`src/rtl/pwm16_pkg.sv`:
```
package pwm16_pkg;
  localparam int ADDR_W = 2;

  typedef enum logic [ADDR_W-1:0] {
    ADR_CMP_LO = 2'd0,
    ADR_CMP_HI = 2'd1,
    ADR_CTRL   = 2'd2
  } reg_addr_e;

  // control write data bit positions
  localparam int CTRL_FLAG_BIT  = 0;
  localparam int CTRL_IRQEN_BIT = 1;
endpackage

```
`src/rtl/pwm16_timebase.sv`:
```
module pwm16_timebase #(
  parameter int CNT_W = 16
) (
  input  logic             clk,
  input  logic             rst_n,
  input  logic             run,
  output logic [CNT_W-1:0] count,
  output logic [CNT_W-1:0] count_next,
  output logic             wrap_evt
);
  localparam logic [CNT_W-1:0] CNT_MAX = '1;

  logic [CNT_W-1:0] count_q;

  always_comb begin
    count_next = run ? count_q + CNT_W'(1) : count_q;
    wrap_evt   = run && (count_q == CNT_MAX);
  end

  always_ff @(posedge clk or negedge rst_n) begin
    if (!rst_n) begin
      count_q <= '0;
    end else if (run) begin
      count_q <= count_next;
    end
  end

  assign count = count_q;

  p_step_r2: assert property (@(posedge clk) disable iff (!rst_n)
    run |=> (count_q == $past(count_q) + CNT_W'(1)));

  p_hold_r2: assert property (@(posedge clk) disable iff (!rst_n)
    !run |=> $stable(count_q));
endmodule

```
`src/rtl/pwm16_cmpreg.sv`:
```
module pwm16_cmpreg
  import pwm16_pkg::*;
#(
  parameter int CNT_W = 16,
  localparam int HALF = CNT_W / 2
) (
  input  logic              clk,
  input  logic              rst_n,
  input  logic              wr_en,
  input  logic [ADDR_W-1:0] wr_addr,
  input  logic [HALF-1:0]   wr_data,
  output logic [CNT_W-1:0]  cmp_val,
  output logic              cmp_en
);
  logic [CNT_W-1:0] cmp_q, cmp_d;
  logic             en_q, en_d;
  logic             lo_wr, hi_wr;

  always_comb begin
    lo_wr = wr_en && (reg_addr_e'(wr_addr) == ADR_CMP_LO);
    hi_wr = wr_en && (reg_addr_e'(wr_addr) == ADR_CMP_HI);
    cmp_d = cmp_q;
    en_d  = en_q;
    if (lo_wr) begin
      cmp_d[HALF-1:0] = wr_data;
      en_d            = 1'b0;   // half-written value must not match
    end
    if (hi_wr) begin
      cmp_d[CNT_W-1:HALF] = wr_data;
      en_d                = 1'b1;
    end
  end

  always_ff @(posedge clk or negedge rst_n) begin
    if (!rst_n) begin
      cmp_q <= '0;
      en_q  <= 1'b0;
    end else begin
      cmp_q <= cmp_d;
      en_q  <= en_d;
    end
  end

  assign cmp_val = cmp_q;
  assign cmp_en  = en_q;

  p_lo_clears_r5: assert property (@(posedge clk) disable iff (!rst_n)
    lo_wr |=> !cmp_en);

  p_hi_sets_r5: assert property (@(posedge clk) disable iff (!rst_n)
    hi_wr |=> cmp_en);
endmodule

```
`src/rtl/pwm16_outstage.sv`:
```
module pwm16_outstage
  import pwm16_pkg::*;
#(
  parameter int CNT_W = 16,
  localparam int HALF = CNT_W / 2
) (
  input  logic             clk,
  input  logic             rst_n,
  input  logic             run,
  input  logic             cmp_en,
  input  logic [CNT_W-1:0] cmp_val,
  input  logic [CNT_W-1:0] count_next,
  input  logic             wrap_evt,
  input  logic             ctl_wr,
  input  logic [HALF-1:0]  ctl_data,
  output logic             pwm,
  output logic             flag,
  output logic             irq
);
  logic match;
  logic pwm_q, pwm_d;
  logic flag_q, flag_d;
  logic irqen_q, irqen_d;
  logic clr_req;

  always_comb begin
    // compare against the value the counter is about to take, so the
    // pin changes in the same cycle the counter shows the match value
    match   = run && cmp_en && (count_next == cmp_val);
    clr_req = ctl_wr && !ctl_data[CTRL_FLAG_BIT];

    pwm_d = pwm_q;
    if (match) begin
      pwm_d = 1'b1;          // set beats clear when C == 0
    end else if (wrap_evt) begin
      pwm_d = 1'b0;
    end

    flag_d = flag_q;
    if (match) begin
      flag_d = 1'b1;         // match beats a same-cycle clear
    end else if (clr_req) begin
      flag_d = 1'b0;
    end

    irqen_d = ctl_wr ? ctl_data[CTRL_IRQEN_BIT] : irqen_q;
  end

  always_ff @(posedge clk or negedge rst_n) begin
    if (!rst_n) begin
      pwm_q   <= 1'b0;
      flag_q  <= 1'b0;
      irqen_q <= 1'b0;
    end else begin
      pwm_q   <= pwm_d;
      flag_q  <= flag_d;
      irqen_q <= irqen_d;
    end
  end

  assign pwm  = pwm_q;
  assign flag = flag_q;
  assign irq  = flag_q && irqen_q;

  p_rise_r3: assert property (@(posedge clk) disable iff (!rst_n)
    match |=> pwm);

  p_fall_r4: assert property (@(posedge clk) disable iff (!rst_n)
    (wrap_evt && !match) |=> !pwm);

  p_no_match_r6: assert property (@(posedge clk) disable iff (!rst_n)
    (!cmp_en && !flag) |=> !flag || $past(clr_req) == 1'b0);

  p_clear_r7: assert property (@(posedge clk) disable iff (!rst_n)
    (clr_req && !match) |=> !flag);

  p_match_wins_r8: assert property (@(posedge clk) disable iff (!rst_n)
    (match && clr_req) |=> flag);

  p_stop_r10: assert property (@(posedge clk) disable iff (!rst_n)
    !run |=> $stable(pwm));
endmodule

```
`src/rtl/pwm16_channel.sv`:
```
module pwm16_channel
  import pwm16_pkg::*;
#(
  parameter int CNT_W = 16,
  localparam int HALF = CNT_W / 2
) (
  input  logic              clk,
  input  logic              rst_n,
  input  logic              run,
  input  logic              wr_en,
  input  logic [ADDR_W-1:0] wr_addr,
  input  logic [HALF-1:0]   wr_data,
  output logic [CNT_W-1:0]  count_o,
  output logic              cmp_en_o,
  output logic              match_flag_o,
  output logic              irq_o,
  output logic              pwm_o
);
  logic [1:0]       rst_sync_q;
  logic             rst_int_n;
  logic [CNT_W-1:0] count_next;
  logic             wrap_evt;
  logic [CNT_W-1:0] cmp_val;
  logic             ctl_wr;

  // asynchronous assert, synchronous release
  always_ff @(posedge clk or negedge rst_n) begin
    if (!rst_n) begin
      rst_sync_q <= 2'b00;
    end else begin
      rst_sync_q <= {rst_sync_q[0], 1'b1};
    end
  end
  assign rst_int_n = rst_sync_q[1];

  assign ctl_wr = wr_en && (reg_addr_e'(wr_addr) == ADR_CTRL);

  pwm16_timebase #(.CNT_W(CNT_W)) u_timebase (
    .clk        (clk),
    .rst_n      (rst_int_n),
    .run        (run),
    .count      (count_o),
    .count_next (count_next),
    .wrap_evt   (wrap_evt)
  );

  pwm16_cmpreg #(.CNT_W(CNT_W)) u_cmpreg (
    .clk     (clk),
    .rst_n   (rst_int_n),
    .wr_en   (wr_en),
    .wr_addr (wr_addr),
    .wr_data (wr_data),
    .cmp_val (cmp_val),
    .cmp_en  (cmp_en_o)
  );

  pwm16_outstage #(.CNT_W(CNT_W)) u_outstage (
    .clk        (clk),
    .rst_n      (rst_int_n),
    .run        (run),
    .cmp_en     (cmp_en_o),
    .cmp_val    (cmp_val),
    .count_next (count_next),
    .wrap_evt   (wrap_evt),
    .ctl_wr     (ctl_wr),
    .ctl_data   (wr_data),
    .pwm        (pwm_o),
    .flag       (match_flag_o),
    .irq        (irq_o)
  );

  p_stop_flag_r10: assert property (@(posedge clk) disable iff (!rst_int_n)
    (!run && !wr_en) |=> $stable(match_flag_o));
endmodule

```
`config.mk`:
```
export PLATFORM = sky130hd
export DESIGN_NAME = pwm16_channel
export DESIGN_NICKNAME = d
export VERILOG_FILES = /design/src/rtl/pwm16_pkg.sv /design/src/rtl/pwm16_timebase.sv /design/src/rtl/pwm16_cmpreg.sv /design/src/rtl/pwm16_outstage.sv /design/src/rtl/pwm16_channel.sv
export SDC_FILE = /design/constraint.sdc
export NUM_CORES = 1
export LEC_CHECK = 0
export BUFFER_PORTS_ARGS = -buffer_cell sky130_fd_sc_hd__buf_2
export CAP_MARGIN = 20
export CORE_MARGIN = 2
export CORE_UTILIZATION = 50
export DETAILED_ROUTE_END_ITERATION = 8
export PLACE_DENSITY = 0.75
export SETUP_SLACK_MARGIN = 0.02
export SLEW_MARGIN = 20
export SYNTH_ARGS = -nofsm -noshare
export SYNTH_HDL_FRONTEND = slang
export SYNTH_SLANG_ARGS = --single-unit
```
`constraint.sdc`:
```
create_clock -name clk -period 1.03 [get_ports clk]
set_input_delay 0.103 -clock clk [delete_from_list [all_inputs] [get_ports clk]]
set_output_delay 0.103 -clock clk [all_outputs]
set_load 0.02 [all_outputs]
```
# Yosys cells after proc, flatten, opt, wreduce, memory -nomap -nowiden
# Cells that the tools add are included.
word_totals:
  reg_bits: 38
  inputBits: 14
  output_inout_bits: 20
classes:
  add_sub_neg: 1
  n_eq_ne: 4
  reduce_logical: 13
  mux: 7
op_table:
  columns: ["op", "n"]
  rows:
  - ["adder 16 x 1 -> 16 bit (second input constant)", 1]
  - ["equality test 16 bit", 1]
  - ["equality test 16 bit (second input constant)", 1]
  - ["2-to-1 mux 16 bit", 1]
  - ["logical AND 1 bit", 8]
  - ["2-to-1 mux 1 bit", 6]
  - ["nonzero test 2 bit", 3]
  - ["equality test 2 x 1 -> 1 bit (second input constant)", 1]
  - ["equality test 2 bit (second input constant)", 1]
  - ["zero test 2 bit", 1]
  - ["zero test 1 bit", 1]

# Logic depth before layout (Yosys ltp)
# Gate-level depths: netlist of the first run.
depth:
  depth_word: 5
  ltp_mapped: 7
  ltp_nobuf: 7

# Cells and area by module
# A second synthesis of the first run with hierarchy kept.
unflattened:
  cells_unflattened: 147
  area_unflattened_um2: 1843.0
modules_own_cells:
  columns: ["module", "n_inst", "area_per_inst_um2", "seq_area_each_um2", "cells_per_inst"]
  rows:
  - ["pwm16_timebase", 1, 837.1, 400.4, 73]
  - ["pwm16_cmpreg", 1, 650.6, 425.4, 38]
  - ["pwm16_outstage", 1, 292.8, 75.1, 32]
  - ["pwm16_channel", 1, 62.6, 50.0, 4]

# Worst setup path before layout of the first run
# Ideal clock, no wire load.
synth_timing:
  path_kind: "reg2reg"
  start: "register u_timebase.count_q[2], in the netlist u_timebase.count[2]"
  end: "register u_outstage.flag_q, in the netlist u_outstage.flag"
  arrival_time_ps: 2105
  slack_ps: -1151
  path_stages_with_launch: 7
  required_time_ps: 953
  cell_sequence: "dfrtp_1 > nand4_2 > or4_4 > xnor2_1 > a2111oi_2 > o2111ai_1 > o21ai_1"
synth_via:
  elab_chain_cells: 5
  word_cells_on_any_way: 6
synth_rtl:
  columns: ["element", "line_no", "source"]
  rows:
  - ["start, declared", "pwm16_timebase.sv:13", "logic [CNT_W-1:0] count_q;"]
  - ["start signal, assigned", "pwm16_timebase.sv:24", "count_q <= count_next;"]
  - ["adder 16 x 1 -> 16 bit", "pwm16_timebase.sv:16", "count_next = run ? count_q + CNT_W'(1) : count_q;"]
  - ["2-to-1 mux 16 bit (*)", "pwm16_timebase.sv:16", null]
  - ["equality test 16 bit (*)", "pwm16_outstage.sv:29", "match = run && cmp_en && (count_next == cmp_val);"]
  - ["logical AND 1 bit (*)", "pwm16_outstage.sv:29", null]
  - ["2-to-1 mux 1 bit / nonzero test 2 bit (equally long branches)", null, null]
  - ["end signal, assigned", "pwm16_outstage.sv:56", "flag_q <= flag_d;"]
  - ["end, declared", "pwm16_outstage.sv:22", "logic flag_q, flag_d;"]
# Mark *: on every way between the ends. The rest lies on a longest branch, timed or not.
# A chain may end at the register's enable or synchronous reset.

# Worst setup path in the final report of the first run
layout_timing:
  start: "register u_timebase.count_q[0], in the netlist u_timebase.count[0]"
  end: "register u_outstage.flag_q, in the netlist u_outstage.flag"
# Same word-level chain as after synthesis.

==> flow_metrics.tcl, run 1 <==
set metrics [dict create \
    power_per_cell_area_nw_per_um2 2000 \
    tritoncts "yes" \
    number_of_synthesized_flops_with_an_enable_pin 0 \
    hold_end "u_cmpreg.cmp_val[3]$_DFFE_PN0P_" \
    synth.yosys.seq_area_share_pct 46.9 \
    hold_path_class "input port to register" \
    antennaDiodeCount 0 \
    place_worst_setup_slack_ps -1000 \
    irDropWorstVdd_v 0.00192 \
    finalNetCount 293 \
    global_route_wire_length_before_repair_mm 9.44 \
    reg2reg_setup_slack_ps -1230 \
    post_dr_wirelength_cell_um 23.7 \
    post_synth_main_area_contributors "dfrtp_1, mux2_2, xnor2_1, xor2_1, clkbuf_8" \
    cellLeakagePower_uw 0.00165 \
    dr_total_vias 1952 \
    globalplace.congestion 0.956 \
    final_antenna_net_count 0 \
    reg2reg_from "u_timebase.count[0]$_DFFE_PN0P_" \
    design.portCount 34 \
    clkLatencyLatePin_ps 300 \
    layout.filler_cells 169 \
    area_of_the_multi_input_gates_um2 1300 \
    syn_nets 181 \
    final_cell_count_no_fill 329 \
    grt_start_max_net_pins 22 \
    mappedNetlistArea_um2 2030 \
    cts_buffers 5 \
    wirelength_mm 7.78 \
    floorplan.core_area_um2 3940 \
    clk_transition_reported_paths_ps 70 \
    maxCapViolCount 0 \
    worst_setup_path_type "register to register" \
    place_area_um2 2710 \
    mean_instance_size_in_the_synthesized_netlist_um2 12.2 \
    timing.rr.end "u_outstage.flag$_DFFE_PN0P_" \
    synth-main-ff-cell "dfrtp_1" \
    fraction_of_registers_with_async_set_or_reset_after_synthesis_pct 100 \
    numPlacedInstances 296 \
    worst_hold_path_startpoint "wr_data[3]" \
    synth.yosys.warnings 0 \
    ys_types 46 \
    chipHeight_um 67.7 \
    slew_viols_final 0 \
    avgViaCountPerCell 5.93 \
    final.setup.tns_ps -10600 \
    grt_util_all_layers_pct 29.7 \
    share_of_cells_above_drive_strength_1_pct 68.5 \
    worstPathRequired_ps 1240 \
    post-route-min-period_ps 2260 \
    die_x_um 67.7 \
    antenna_violations_before_repair 0 \
    cts_root_buffer "clkbuf_8" \
    clock-skew-final_ps 5.70 \
    status "complete, but fails checks" \
    synth.largest_area_cell "dfrtp_1" \
    arrival_time_at_the_worst_endpoint_ps 2470 \
    reg2reg_depth 7 \
    period_share_pct 219 \
    timing.critical_path.from_type "register" \
    failed_checks "setup timing" \
    io_buffer_count 33 \
    post_synth_inst_count 166 \
    element_type_at_the_critical_path_end "register" \
    min_delay_path_depth 2 \
    ctsHtreeMaxLevel 2 \
    grt_setup_unrepaired "yes" \
    synthToLayoutAreaGrowth_pct 70.9 \
    synth_top_area_share_pct 46.9 \
    drt_drc_violations_left 0 \
    cts.path.max_buffers 2 \
    cts.sinks 38 \
    whs_ps 49.3 \
    ys_seq_elements 38 \
    fp.dieArea_um2 4580 \
    gr-total-overflow 0 \
    final-seq-area_um2 966 \
    initial_core_utilization_pct 51.4 \
    drtPass1Iterations 5 \
    first_global_vias 1841 \
    worstPathMaxFanout 4 \
    stdcell_area_um2 3470 \
    post-dp-hpwl_mm 4.06 \
    drt_iter0_drc 217 \
    finalWorstSetupSlack_ps -1230 \
    placement_rows 23 \
    max_clock_freq_mhz 443 \
    finalHoldViolations 0 \
    setup_violations 35 \
]
-- worst max-delay path: stages (launching register included) --
cell	delay (ps)
dfrtp_2	470
ha_4	280
xor2_2	190
a2111oi_4	280
o311ai_2	220
a2111oi_4	300
o2111ai_2	200
o21ai_1	230
-- through the flow --
step	total power [µW]	utilization (%)
global route	7130	87.9
finish	6950	87.9
global placement	4210	68.6
floorplan	3440	-
detailed placement	4330	68.6
CTS	5830	79.0
-- sequential cells by signal, summed over array words and instances (netlist names) --
register,count
u_outstage.irqen_q,1
rst_sync_q,2
u_cmpreg.cmp_en,1
u_timebase.count,16
u_outstage.flag,1
u_outstage.pwm,1
u_cmpreg.cmp_val,16
-- layer usage --
metal | vias to the layer above | share of wire [%] | global-route usage, %
met1 | 962 | 38 | 35.6
met4 | 0 | 4.8 | 15.3
met5 | - | 0 | 0
li1 | 810 | - | -
met3 | 38 | 8.3 | 6.33
met2 | 142 | 49 | 50.2
-- cell usage after synthesis, types with 2 or more instances --
cell type,number
mux2_2,18
nand4_1,2
nor2_1,4
o21ai_0,7
inv_1,3
nor3_1,4
nand4_4,2
or4_4,2
xor2_1,13
o21ai_1,2
nand3_1,6
xnor2_1,15
clkbuf_8,4
nand3b_1,2
nand2_1,10
a21oi_1,2
and3_1,3
mux2i_1,2
dfrtp_1,38
-- how the worst max path moves through the flow --
| stage | to | start | cells after the start | slack (ps) |
|---|---|---|---|---|
| floorplan | u_outstage.flag$_DFFE_PN0P_ | u_timebase.count[0]$_DFFE_PN0P_ | 6 | -950 |
| global placement | u_outstage.pwm$_DFFE_PN0P_ | u_timebase.count[1]$_DFFE_PN0P_ | 7 | -930 |
| detailed placement | u_outstage.flag$_DFFE_PN0P_ | u_timebase.count[1]$_DFFE_PN0P_ | 8 | -1000 |
| CTS | u_outstage.pwm$_DFFE_PN0P_ | u_timebase.count[1]$_DFFE_PN0P_ | 7 | -1000 |
| global route | u_outstage.flag$_DFFE_PN0P_ | u_timebase.count[0]$_DFFE_PN0P_ | 7 | -1330 |
| finish | u_outstage.flag$_DFFE_PN0P_ | u_timebase.count[0]$_DFFE_PN0P_ | 7 | -1230 |
-- timing repair --
action                                  in CTS  in global routing
buffers inserted                             9                 22
pin swaps                                   12                 16
endpoints found under the setup margin      35                 35
hold endpoints to repair                     2                  0
cloned                                       0                  0
hold buffers                                 1                  0
gates resized for setup                     74                 40
-- area by class of cell --
class	instances	share of cell area (%)
inverters	3	0.325
well taps	50	1.80
flip-flops and latches	38	27.9
clock buffers	7	2.49
multi-input cells	119	37.5
clock inverters	1	0.144
repair buffers	111	29.9
-- power breakdown --
group	internal (µW)	leakage, µW	total, µW	switching, µW
registers	1790	0.000454	2230	434
clock network	540	0.0000482	1070	529
logic	2020	0.00115	3660	1640
-- cell usage in the layout (no fill, tap or decap), types with 2 or more instances in the layout --
| master | instances |
|---|---|
| buf_6 | 55 |
| buf_4 | 37 |
| dfrtp_1 | 26 |
| mux2_2 | 17 |
| buf_2 | 15 |
| dfrtp_2 | 12 |
| xnor2_2 | 8 |
| xor2_1 | 8 |
| nand2_1 | 7 |
| xnor2_1 | 7 |
| o21ai_0 | 6 |
| clkbuf_8 | 6 |
| xor2_2 | 5 |
| nand3_1 | 4 |
| nor3_4 | 4 |
| nand4_4 | 3 |
| inv_1 | 3 |
| o21ai_1 | 3 |
| nand2_4 | 2 |
| nand3b_1 | 2 |
| nand4_1 | 2 |
| or4_4 | 2 |
| nor2_4 | 2 |
| a21oi_1 | 2 |
| nor2_1 | 2 |
| and3_1 | 2 |
| a2111oi_4 | 2 |
| buf_12 | 2 |
-- cells by family (layout without fill, tap and decap cells) --
family	after synthesis	in the layout	share of synthesized area (%)
simple gates	46	46	15.4
compound gates	20	20	6.79
other cells	1	1	0.185
fa+ha+maj	1	1	0.617
xor+xnor	31	31	15.4
buf+inv	9	122	3.82
flops	38	38	46.9
mux	20	20	11.0
(Power assumes the default switching activity.)
==> run 2, diff against run 1 <==
--- a/config.mk
+++ b/config.mk
@@ -11,6 +11,7 @@
 export CORE_UTILIZATION = 50
 export DETAILED_ROUTE_END_ITERATION = 8
 export PLACE_DENSITY = 0.75
+export RECOVER_POWER = 25
 export SETUP_SLACK_MARGIN = 0.02
 export SLEW_MARGIN = 20
 export SYNTH_ARGS = -nofsm -noshare
==> run 2 against run 1 <==
The flow still finishes with violations (setup timing). Flip-flop and latch count unchanged. Total power about the same. Count of clock-buffer cells in the layout stayed put. Maximum frequency hardly changed.
==> flow_metrics.tcl, run 2 (synthesized netlist as in run 1, its figures left out) <==
set metrics [dict create \
    status "complete, but fails checks" \
    failed_checks "setup timing" \
    worst_setup_path_type "register to register" \
    timing.rr.end "u_outstage.flag$_DFFE_PN0P_" \
    hold_end "u_cmpreg.cmp_val[3]$_DFFE_PN0P_" \
    cts.path.max_buffers 2 \
    period_share_pct 219 \
    arrival_time_at_the_worst_endpoint_ps 2470 \
    crit_path_cell_trace "ha_4, xor2_2, a2111oi_4, o311ai_2, a2111oi_4, o2111ai_2, o21ai_1" \
    final_cell_count_no_fill 329 \
    cpLargestDelayFamily "compound AO/OA/AOI/OAI gates" \
    fp.dieArea_um2 4580 \
    drt_iter0_drc 221 \
    dr_total_vias 1941 \
    totalPowerFinal_uw 6950 \
    max_clock_freq_mhz 443 \
    drt_drc_violations_left 0 \
    reg2reg_depth 7 \
    cp_bufs_invs 0 \
    initial_core_utilization_pct 51.4 \
    layout.filler_cells 171 \
    worstPathMaxFanout 4 \
    cts_buffers 5 \
    postLayoutCoreUtil_pct 87.8 \
    slowest_delay_ps 470 \
    element_type_at_the_critical_path_end "register" \
    post-dp-hpwl_mm 4.06 \
    reg2reg_from "u_timebase.count[0]$_DFFE_PN0P_" \
    critical-path-slowest-cell "dfrtp_2" \
    share_of_cells_above_drive_strength_1_pct 68.1 \
    wirelength_mm 7.73 \
    reg2reg_setup_slack_ps -1230 \
    irDropWorstVdd_v 0.00191 \
    cellLeakagePower_uw 0.00165 \
    tritoncts "yes" \
    cts.sinks 38 \
    slew_viols_final 0 \
    worst-path-stages 7 \
    avgViaCountPerCell 5.90 \
    globalplace.congestion 0.956 \
    timing.critical_path.mode_cell "a2111oi_4" \
    finalWorstSetupSlack_ps -1230 \
    numPlacedInstances 296 \
    clock-skew-final_ps 5.34 \
    placement_rows 23 \
    finalHoldViolations 0 \
    drtPass1Iterations 5 \
    power_per_cell_area_nw_per_um2 2010 \
    final_antenna_net_count 0 \
    grt_setup_unrepaired "yes" \
    grt_util_met1_pct 35.6 \
    grt_busiest_layer "met2" \
    final-seq-area_um2 966 \
    min_delay_path_depth 2 \
    worstPathRequired_ps 1240 \
    grt_start_max_net_pins 22 \
    met2_usage_pct 50.2 \
    finalNetCount 293 \
    floorplan.core_area_um2 3940 \
    post-route-min-period_ps 2260 \
    timing.critical_path.from_type "register" \
    synthToLayoutAreaGrowth_pct 70.8 \
    gr-total-overflow 0 \
    ctsHtreeMaxLevel 2 \
    place_worst_setup_slack_ps -1000 \
    clk_transition_reported_paths_ps 70 \
    cts_root_buffer "clkbuf_8" \
    clkLatencyLatePin_ps 300 \
    first_global_vias 1841 \
    layout_commonest_cell "buf_6" \
    hold_path_class "input port to register" \
    maxCapViolCount 0 \
    final_cell_mix "buf_6, buf_4, dfrtp_1, mux2_2, buf_2" \
    antennaDiodeCount 0 \
    global_route.usage.met3_pct 6.33 \
    grt_util_all_layers_pct 29.7 \
    die_x_um 67.7 \
    global_route_wire_length_before_repair_mm 9.44 \
    area_of_the_multi_input_gates_um2 1300 \
    io_buffer_count 33 \
    setup_violations 35 \
    post_dr_wirelength_cell_um 23.5 \
    worst_hold_path_startpoint "wr_data[3]" \
    design.portCount 34 \
    chipHeight_um 67.7 \
    antenna_violations_before_repair 0 \
]
-- run 2: how the worst max path moves through the flow --
stage / from / slack [ps] / end
final: u_timebase.count[0]$_DFFE_PN0P_ / -1230 / u_outstage.flag$_DFFE_PN0P_
after global placement: u_timebase.count[1]$_DFFE_PN0P_ / -930 / u_outstage.pwm$_DFFE_PN0P_
after floorplan: u_timebase.count[0]$_DFFE_PN0P_ / -950 / u_outstage.flag$_DFFE_PN0P_
after detailed placement: u_timebase.count[1]$_DFFE_PN0P_ / -1000 / u_outstage.flag$_DFFE_PN0P_
after global routing: u_timebase.count[0]$_DFFE_PN0P_ / -1330 / u_outstage.flag$_DFFE_PN0P_
after CTS: u_timebase.count[1]$_DFFE_PN0P_ / -1000 / u_outstage.pwm$_DFFE_PN0P_
-- run 2: final cells by class --
type	instances	area share, %
Clock buffer	7	2.49
Clock inverter	1	0.145
Inverter	3	0.325
Multi-Input combinational cell	119	37.5
Sequential cell	38	27.9
Tap cell	50	1.81
Timing Repair Buffer	111	29.8
-- run 2: power breakdown --
group / internal (µW) / switching [µW] / leakage (µW)
clock network: 540 / 535 / 0.0000482
registers: 1790 / 432 / 0.000454
logic: 2020 / 1630 / 0.00115
total: 4350 / 2600 / 0.00165
-- run 2: metal layers --
| layer | routed length (µm) | up-vias |
|---|---|---|
| li1 | - | 815 |
| met1 | 2990 | 969 |
| met2 | 3780 | 116 |
| met3 | 580 | 41 |
| met4 | 378 | 0 |
| met5 | 0 | - |
-- run 2: repair_timing --
item	in CTS	in global routing
buffers inserted	9	22
pin swaps	12	16
resized for setup	74	40
gates cloned	0	0
endpoints found under the setup margin	35	35
hold buffers	1	0
endpoints found under the hold margin	2	0
-- run 2: through the flow --
stage          area (µm²)  TNS [ps]  hold WS [ps]
2_1_floorplan        2120     -5570          -193
3_3_place_gp         2710     -6720          -112
3_5_place_dp         2710     -7770          -107
4_1_cts              3110     -8130          50.8
5_1_grt              3460    -11630          53.7
6_report             3460    -10630          45.7
==> run 3, diff against run 2 <==
--- a/config.mk
+++ b/config.mk
@@ -5,12 +5,14 @@
 export SDC_FILE = /design/constraint.sdc
 export NUM_CORES = 1
 export LEC_CHECK = 0
+export ABC_CLOCK_PERIOD_IN_PS = 1030
 export BUFFER_PORTS_ARGS = -buffer_cell sky130_fd_sc_hd__buf_2
 export CAP_MARGIN = 20
 export CORE_MARGIN = 2
-export CORE_UTILIZATION = 50
+export CORE_UTILIZATION = 52
+export CTS_BUF_LIST = sky130_fd_sc_hd__clkbuf_4
 export DETAILED_ROUTE_END_ITERATION = 8
-export PLACE_DENSITY = 0.75
+export PLACE_DENSITY = 0.78
 export RECOVER_POWER = 25
 export SETUP_SLACK_MARGIN = 0.02
 export SLEW_MARGIN = 20
==> run 3 against run 2 <==
The run now fails in global routing. Synthesized cell count did not move. Synthesized area unchanged.
==> flow_metrics.tcl, run 3 <==
set metrics [dict create \
    timing.grt.repair.worst_endpoint "u_outstage.pwm$_DFFE_PN0P_/D" \
    design.portCount 34 \
    place_area_um2 2700 \
    placement_rows 22 \
    initial_core_utilization_pct 54.6 \
    type_of_pin_the_worst_path_ends_at "sequential cell input" \
    die_x_um 66.5 \
    post-dp-hpwl_mm 3.98 \
    post_synth_main_area_contributors "dfrtp_1, mux2_2, xnor2_1, xor2_1, clkbuf_8" \
    fraction_of_registers_with_async_set_or_reset_after_synthesis_pct 100 \
    io_buffer_count 33 \
    chipHeight_um 66.5 \
    cts.sinks 38 \
    ys_seq_elements 38 \
    yosysMostFrequentCell "dfrtp_1" \
    synth.yosys.seq_area_share_pct 46.9 \
    cts_root_buffer "clkbuf_4" \
    synth.yosys.warnings 0 \
    number_of_synthesized_flops_with_an_enable_pin 0 \
    globalplace.congestion 0.904 \
    ys_types 46 \
    synth-main-ff-cell "dfrtp_1" \
    cts.path.max_buffers 2 \
    stop_stage "global routing" \
    post_synth_inst_count 166 \
    syn_nets 181 \
    cts_buffers 5 \
    synth.largest_area_cell "dfrtp_1" \
    error "[ERROR DPL-0033] detailed placement checks failed during check placement." \
    ctsHtreeMaxLevel 2 \
    antenna_violations_before_repair 0 \
    mean_instance_size_in_the_synthesized_netlist_um2 12.2 \
    status "aborted with a tool error" \
    synth_top_area_share_pct 46.9 \
    grt_start_max_net_pins 37 \
    post_synth_most_frequent_cells "dfrtp_1, mux2_2, xnor2_1, xor2_1, nand2_1" \
    mappedNetlistArea_um2 2030 \
]
==> run 3: timing repair <==
item	CTS
buffers inserted	16
gates resized for setup	98
hold buffers	7
setup endpoints to repair	36
hold endpoints to repair	12
pin swaps	15
cloned	0
==> run 3: cells by family after synthesis <==
logic type,count (synthesis),synth area share [%]
compound gates,20,6.79
xor+xnor,31,15.4
fa+ha+maj,1,0.617
buf+inv,9,3.82
flops,38,46.9
mux,20,11.0
other cells,1,0.185
simple gates,46,15.4
==> run 3: through the flow <==
stage | setup slack [ps] | utilization (%) | std cells
2_1_floorplan | -946 | - | 166
3_3_place_gp | -926 | 72.5 | 293
3_5_place_dp | -1020 | 72.5 | 293
4_1_cts | -999 | 91.0 | 323
==> run 4, diff against run 3 <==
--- a/config.mk
+++ b/config.mk
@@ -5,16 +5,14 @@
 export SDC_FILE = /design/constraint.sdc
 export NUM_CORES = 1
 export LEC_CHECK = 0
-export ABC_CLOCK_PERIOD_IN_PS = 1030
+export ABC_CLOCK_PERIOD_IN_PS = 1350
 export BUFFER_PORTS_ARGS = -buffer_cell sky130_fd_sc_hd__buf_2
 export CAP_MARGIN = 20
 export CORE_MARGIN = 2
-export CORE_UTILIZATION = 52
-export CTS_BUF_LIST = sky130_fd_sc_hd__clkbuf_4
+export CORE_UTILIZATION = 40
 export DETAILED_ROUTE_END_ITERATION = 8
-export PLACE_DENSITY = 0.78
+export PLACE_DENSITY_LB_ADDON = 0.15
 export RECOVER_POWER = 25
-export SETUP_SLACK_MARGIN = 0.02
 export SLEW_MARGIN = 20
 export SYNTH_ARGS = -nofsm -noshare
 export SYNTH_HDL_FRONTEND = slang
==> constraint.sdc (replaced) <==
create_clock -name clk -period 1.35 [get_ports clk]
set_input_delay 0.135 -clock clk [delete_from_list [all_inputs] [get_ports clk]]
set_output_delay 0.135 -clock clk [all_outputs]
set_load 0.02 [all_outputs]
==> run 4 against run 3 <==
The flow now finishes, with violations (setup timing).
==> flow_metrics.tcl, run 4 (synthesized netlist as in run 1, its figures left out) <==
set metrics [dict create \
    status "complete, but fails checks" \
    failed_checks "setup timing" \
    post-route-min-period_ps 2000 \
    cpLargestDelayFamily "simple AND/OR/NAND/NOR gates" \
    slowest_delay_ps 550 \
    crit_path_cell_trace "nand4_4, or4_4, xnor2_2, a2111oi_4, o2111ai_2, o21ai_1" \
    final_antenna_net_count 0 \
    stdcell_area_um2 3020 \
    post-dp-hpwl_mm 3.81 \
    antenna_violations_before_repair 0 \
    cts.path.max_buffers 2 \
    gr-total-overflow 0 \
    numPlacedInstances 314 \
    worst-slew-pin-transition_ps 800 \
    drt_drc_violations_left 0 \
    clock-skew-final_ps 7.47 \
    place_worst_setup_slack_ps -663 \
    tritoncts "yes" \
    share_of_cells_above_drive_strength_1_pct 59.5 \
    worst_hold_path_startpoint "wr_data[3]" \
    timing.critical_path.from_type "register" \
    finalWorstSetupSlack_ps -651 \
    worst-path-stages 6 \
    first_global_vias 1762 \
    worstPathMaxFanout 3 \
    layout.filler_cells 420 \
    ctsHtreeMaxLevel 2 \
    finalHoldViolations 0 \
    cts.sinks 38 \
    initial_core_utilization_pct 42.1 \
    final.setup.tns_ps -3280 \
    globalplace.congestion 0.881 \
    antennaDiodeCount 0 \
    placement_rows 25 \
    element_type_at_the_critical_path_end "register" \
    clkLatencyLatePin_ps 290 \
    final_cell_mix "buf_4, buf_2, dfrtp_1, mux2_2" \
    reg2reg_depth 6 \
    setup_violations 12 \
    setup.worst_path.start "u_timebase.count[1]$_DFFE_PN0P_" \
    fp.dieArea_um2 5660 \
    finalNetCount 283 \
    place_area_um2 2690 \
    drtPass1Iterations 4 \
    arrival_time_at_the_worst_endpoint_ps 2210 \
    cellLeakagePower_uw 0.00147 \
    period_share_pct 148 \
    postLayoutCoreUtil_pct 62.8 \
    critical-path-slowest-cell "or4_4" \
    wirelength_mm 5.15 \
    die_x_um 75.2 \
    cts_root_buffer "clkbuf_8" \
    grt_start_max_net_pins 23 \
    min_delay_path_depth 2 \
    floorplan.core_area_um2 4820 \
    slew_viols_final 0 \
    irDropWorstVdd_v 0.000926 \
    layout_commonest_cell "buf_4" \
    grt_util_all_layers_pct 20.7 \
    timing.critical_path.to "u_outstage.flag$_DFFE_PN0P_" \
    grt_setup_unrepaired "yes" \
    clk_transition_reported_paths_ps 80 \
    hold_path_class "input port to register" \
    cp_bufs_invs 0 \
    avgViaCountPerCell 4.97 \
    synthToLayoutAreaGrowth_pct 49.1 \
    power_per_cell_area_nw_per_um2 1420 \
    worst_setup_path_type "register to register" \
    final_cell_count_no_fill 336 \
    reg2reg_setup_slack_ps -650 \
    area_of_the_multi_input_gates_um2 1170 \
    drt_iter0_drc 86 \
    cts_buffers 5 \
    maxCapViolCount 0 \
    reg2reg_from "u_timebase.count[1]$_DFFE_PN0P_" \
    timing.max_slew.rel_slack_pct 46.7 \
    final-seq-area_um2 961 \
    worstPathRequired_ps 1560 \
    io_buffer_count 33 \
    post_dr_wirelength_cell_um 15.3 \
    dr_total_vias 1671 \
    global_route_wire_length_before_repair_mm 8.60 \
    max_clock_freq_mhz 500 \
    timing.rr.end "u_outstage.flag$_DFFE_PN0P_" \
    chipHeight_um 75.2 \
    design.portCount 34 \
]
[run 4: stage by stage]
| stage | total power (µW) | hold slack (ps) |
|---|---|---|
| 3_3_place_gp | 3230 | -80.0 |
| 5_1_grt | 4550 | 89.4 |
| 6_report | 4300 | 85.1 |
| 3_5_place_dp | 3270 | -78.2 |
| 2_1_floorplan | 2600 | -161 |
| 4_1_cts | 4250 | 78.0 |
[run 4: worst min-delay path by stage]
stage / endpoint
2_1_floorplan: rst_sync_q[0]$_DFF_PN0_
3_3_place_gp: rst_sync_q[0]$_DFF_PN0_
3_5_place_dp: rst_sync_q[0]$_DFF_PN0_
4_1_cts: u_cmpreg.cmp_val[3]$_DFFE_PN0P_
5_1_grt: u_cmpreg.cmp_val[3]$_DFFE_PN0P_
6_report: u_cmpreg.cmp_val[3]$_DFFE_PN0P_
[run 4: layout make-up]
type                            count  area share, %
Clock buffer                        6           2.40
Clock inverter                      2          0.331
Inverter                            3          0.372
Multi-Input combinational cell    119           38.7
Sequential cell                    38           31.8
Tap cell                           67           2.77
Timing Repair Buffer              101           23.7
[run 4: layer usage]
metal	GRT usage [%]	up-vias	wire length, µm
met2	32.8	50	2540
met3	4.15	9	291
met4	8.19	0	93
met1	28.1	812	2220
li1	-	800	-
met5	0	-	0
[run 4: repair_timing]
item	in CTS	in global routing
setup buffers	10	4
hold buffers	1	0
setup endpoints to repair	13	13
resized for setup	23	8
pin swaps	11	5
hold endpoints to repair	2	0
[run 4: worst reg2reg max path, delay by kind of cell (launching register included)]
kind,cells,cell delay (ps)
AND/OR/NAND/NOR,2,670
flip-flops,1,430
XOR/XNOR,1,180
AO/OA/AOI/OAI,3,650
[run 4: report_power, final]
group          switching (µW)  internal [µW]  leakage [µW]
combinational             889           1060      0.000967
sequential                243           1360      0.000460
clock                     389            358     0.0000450
total                    1520           2780       0.00147
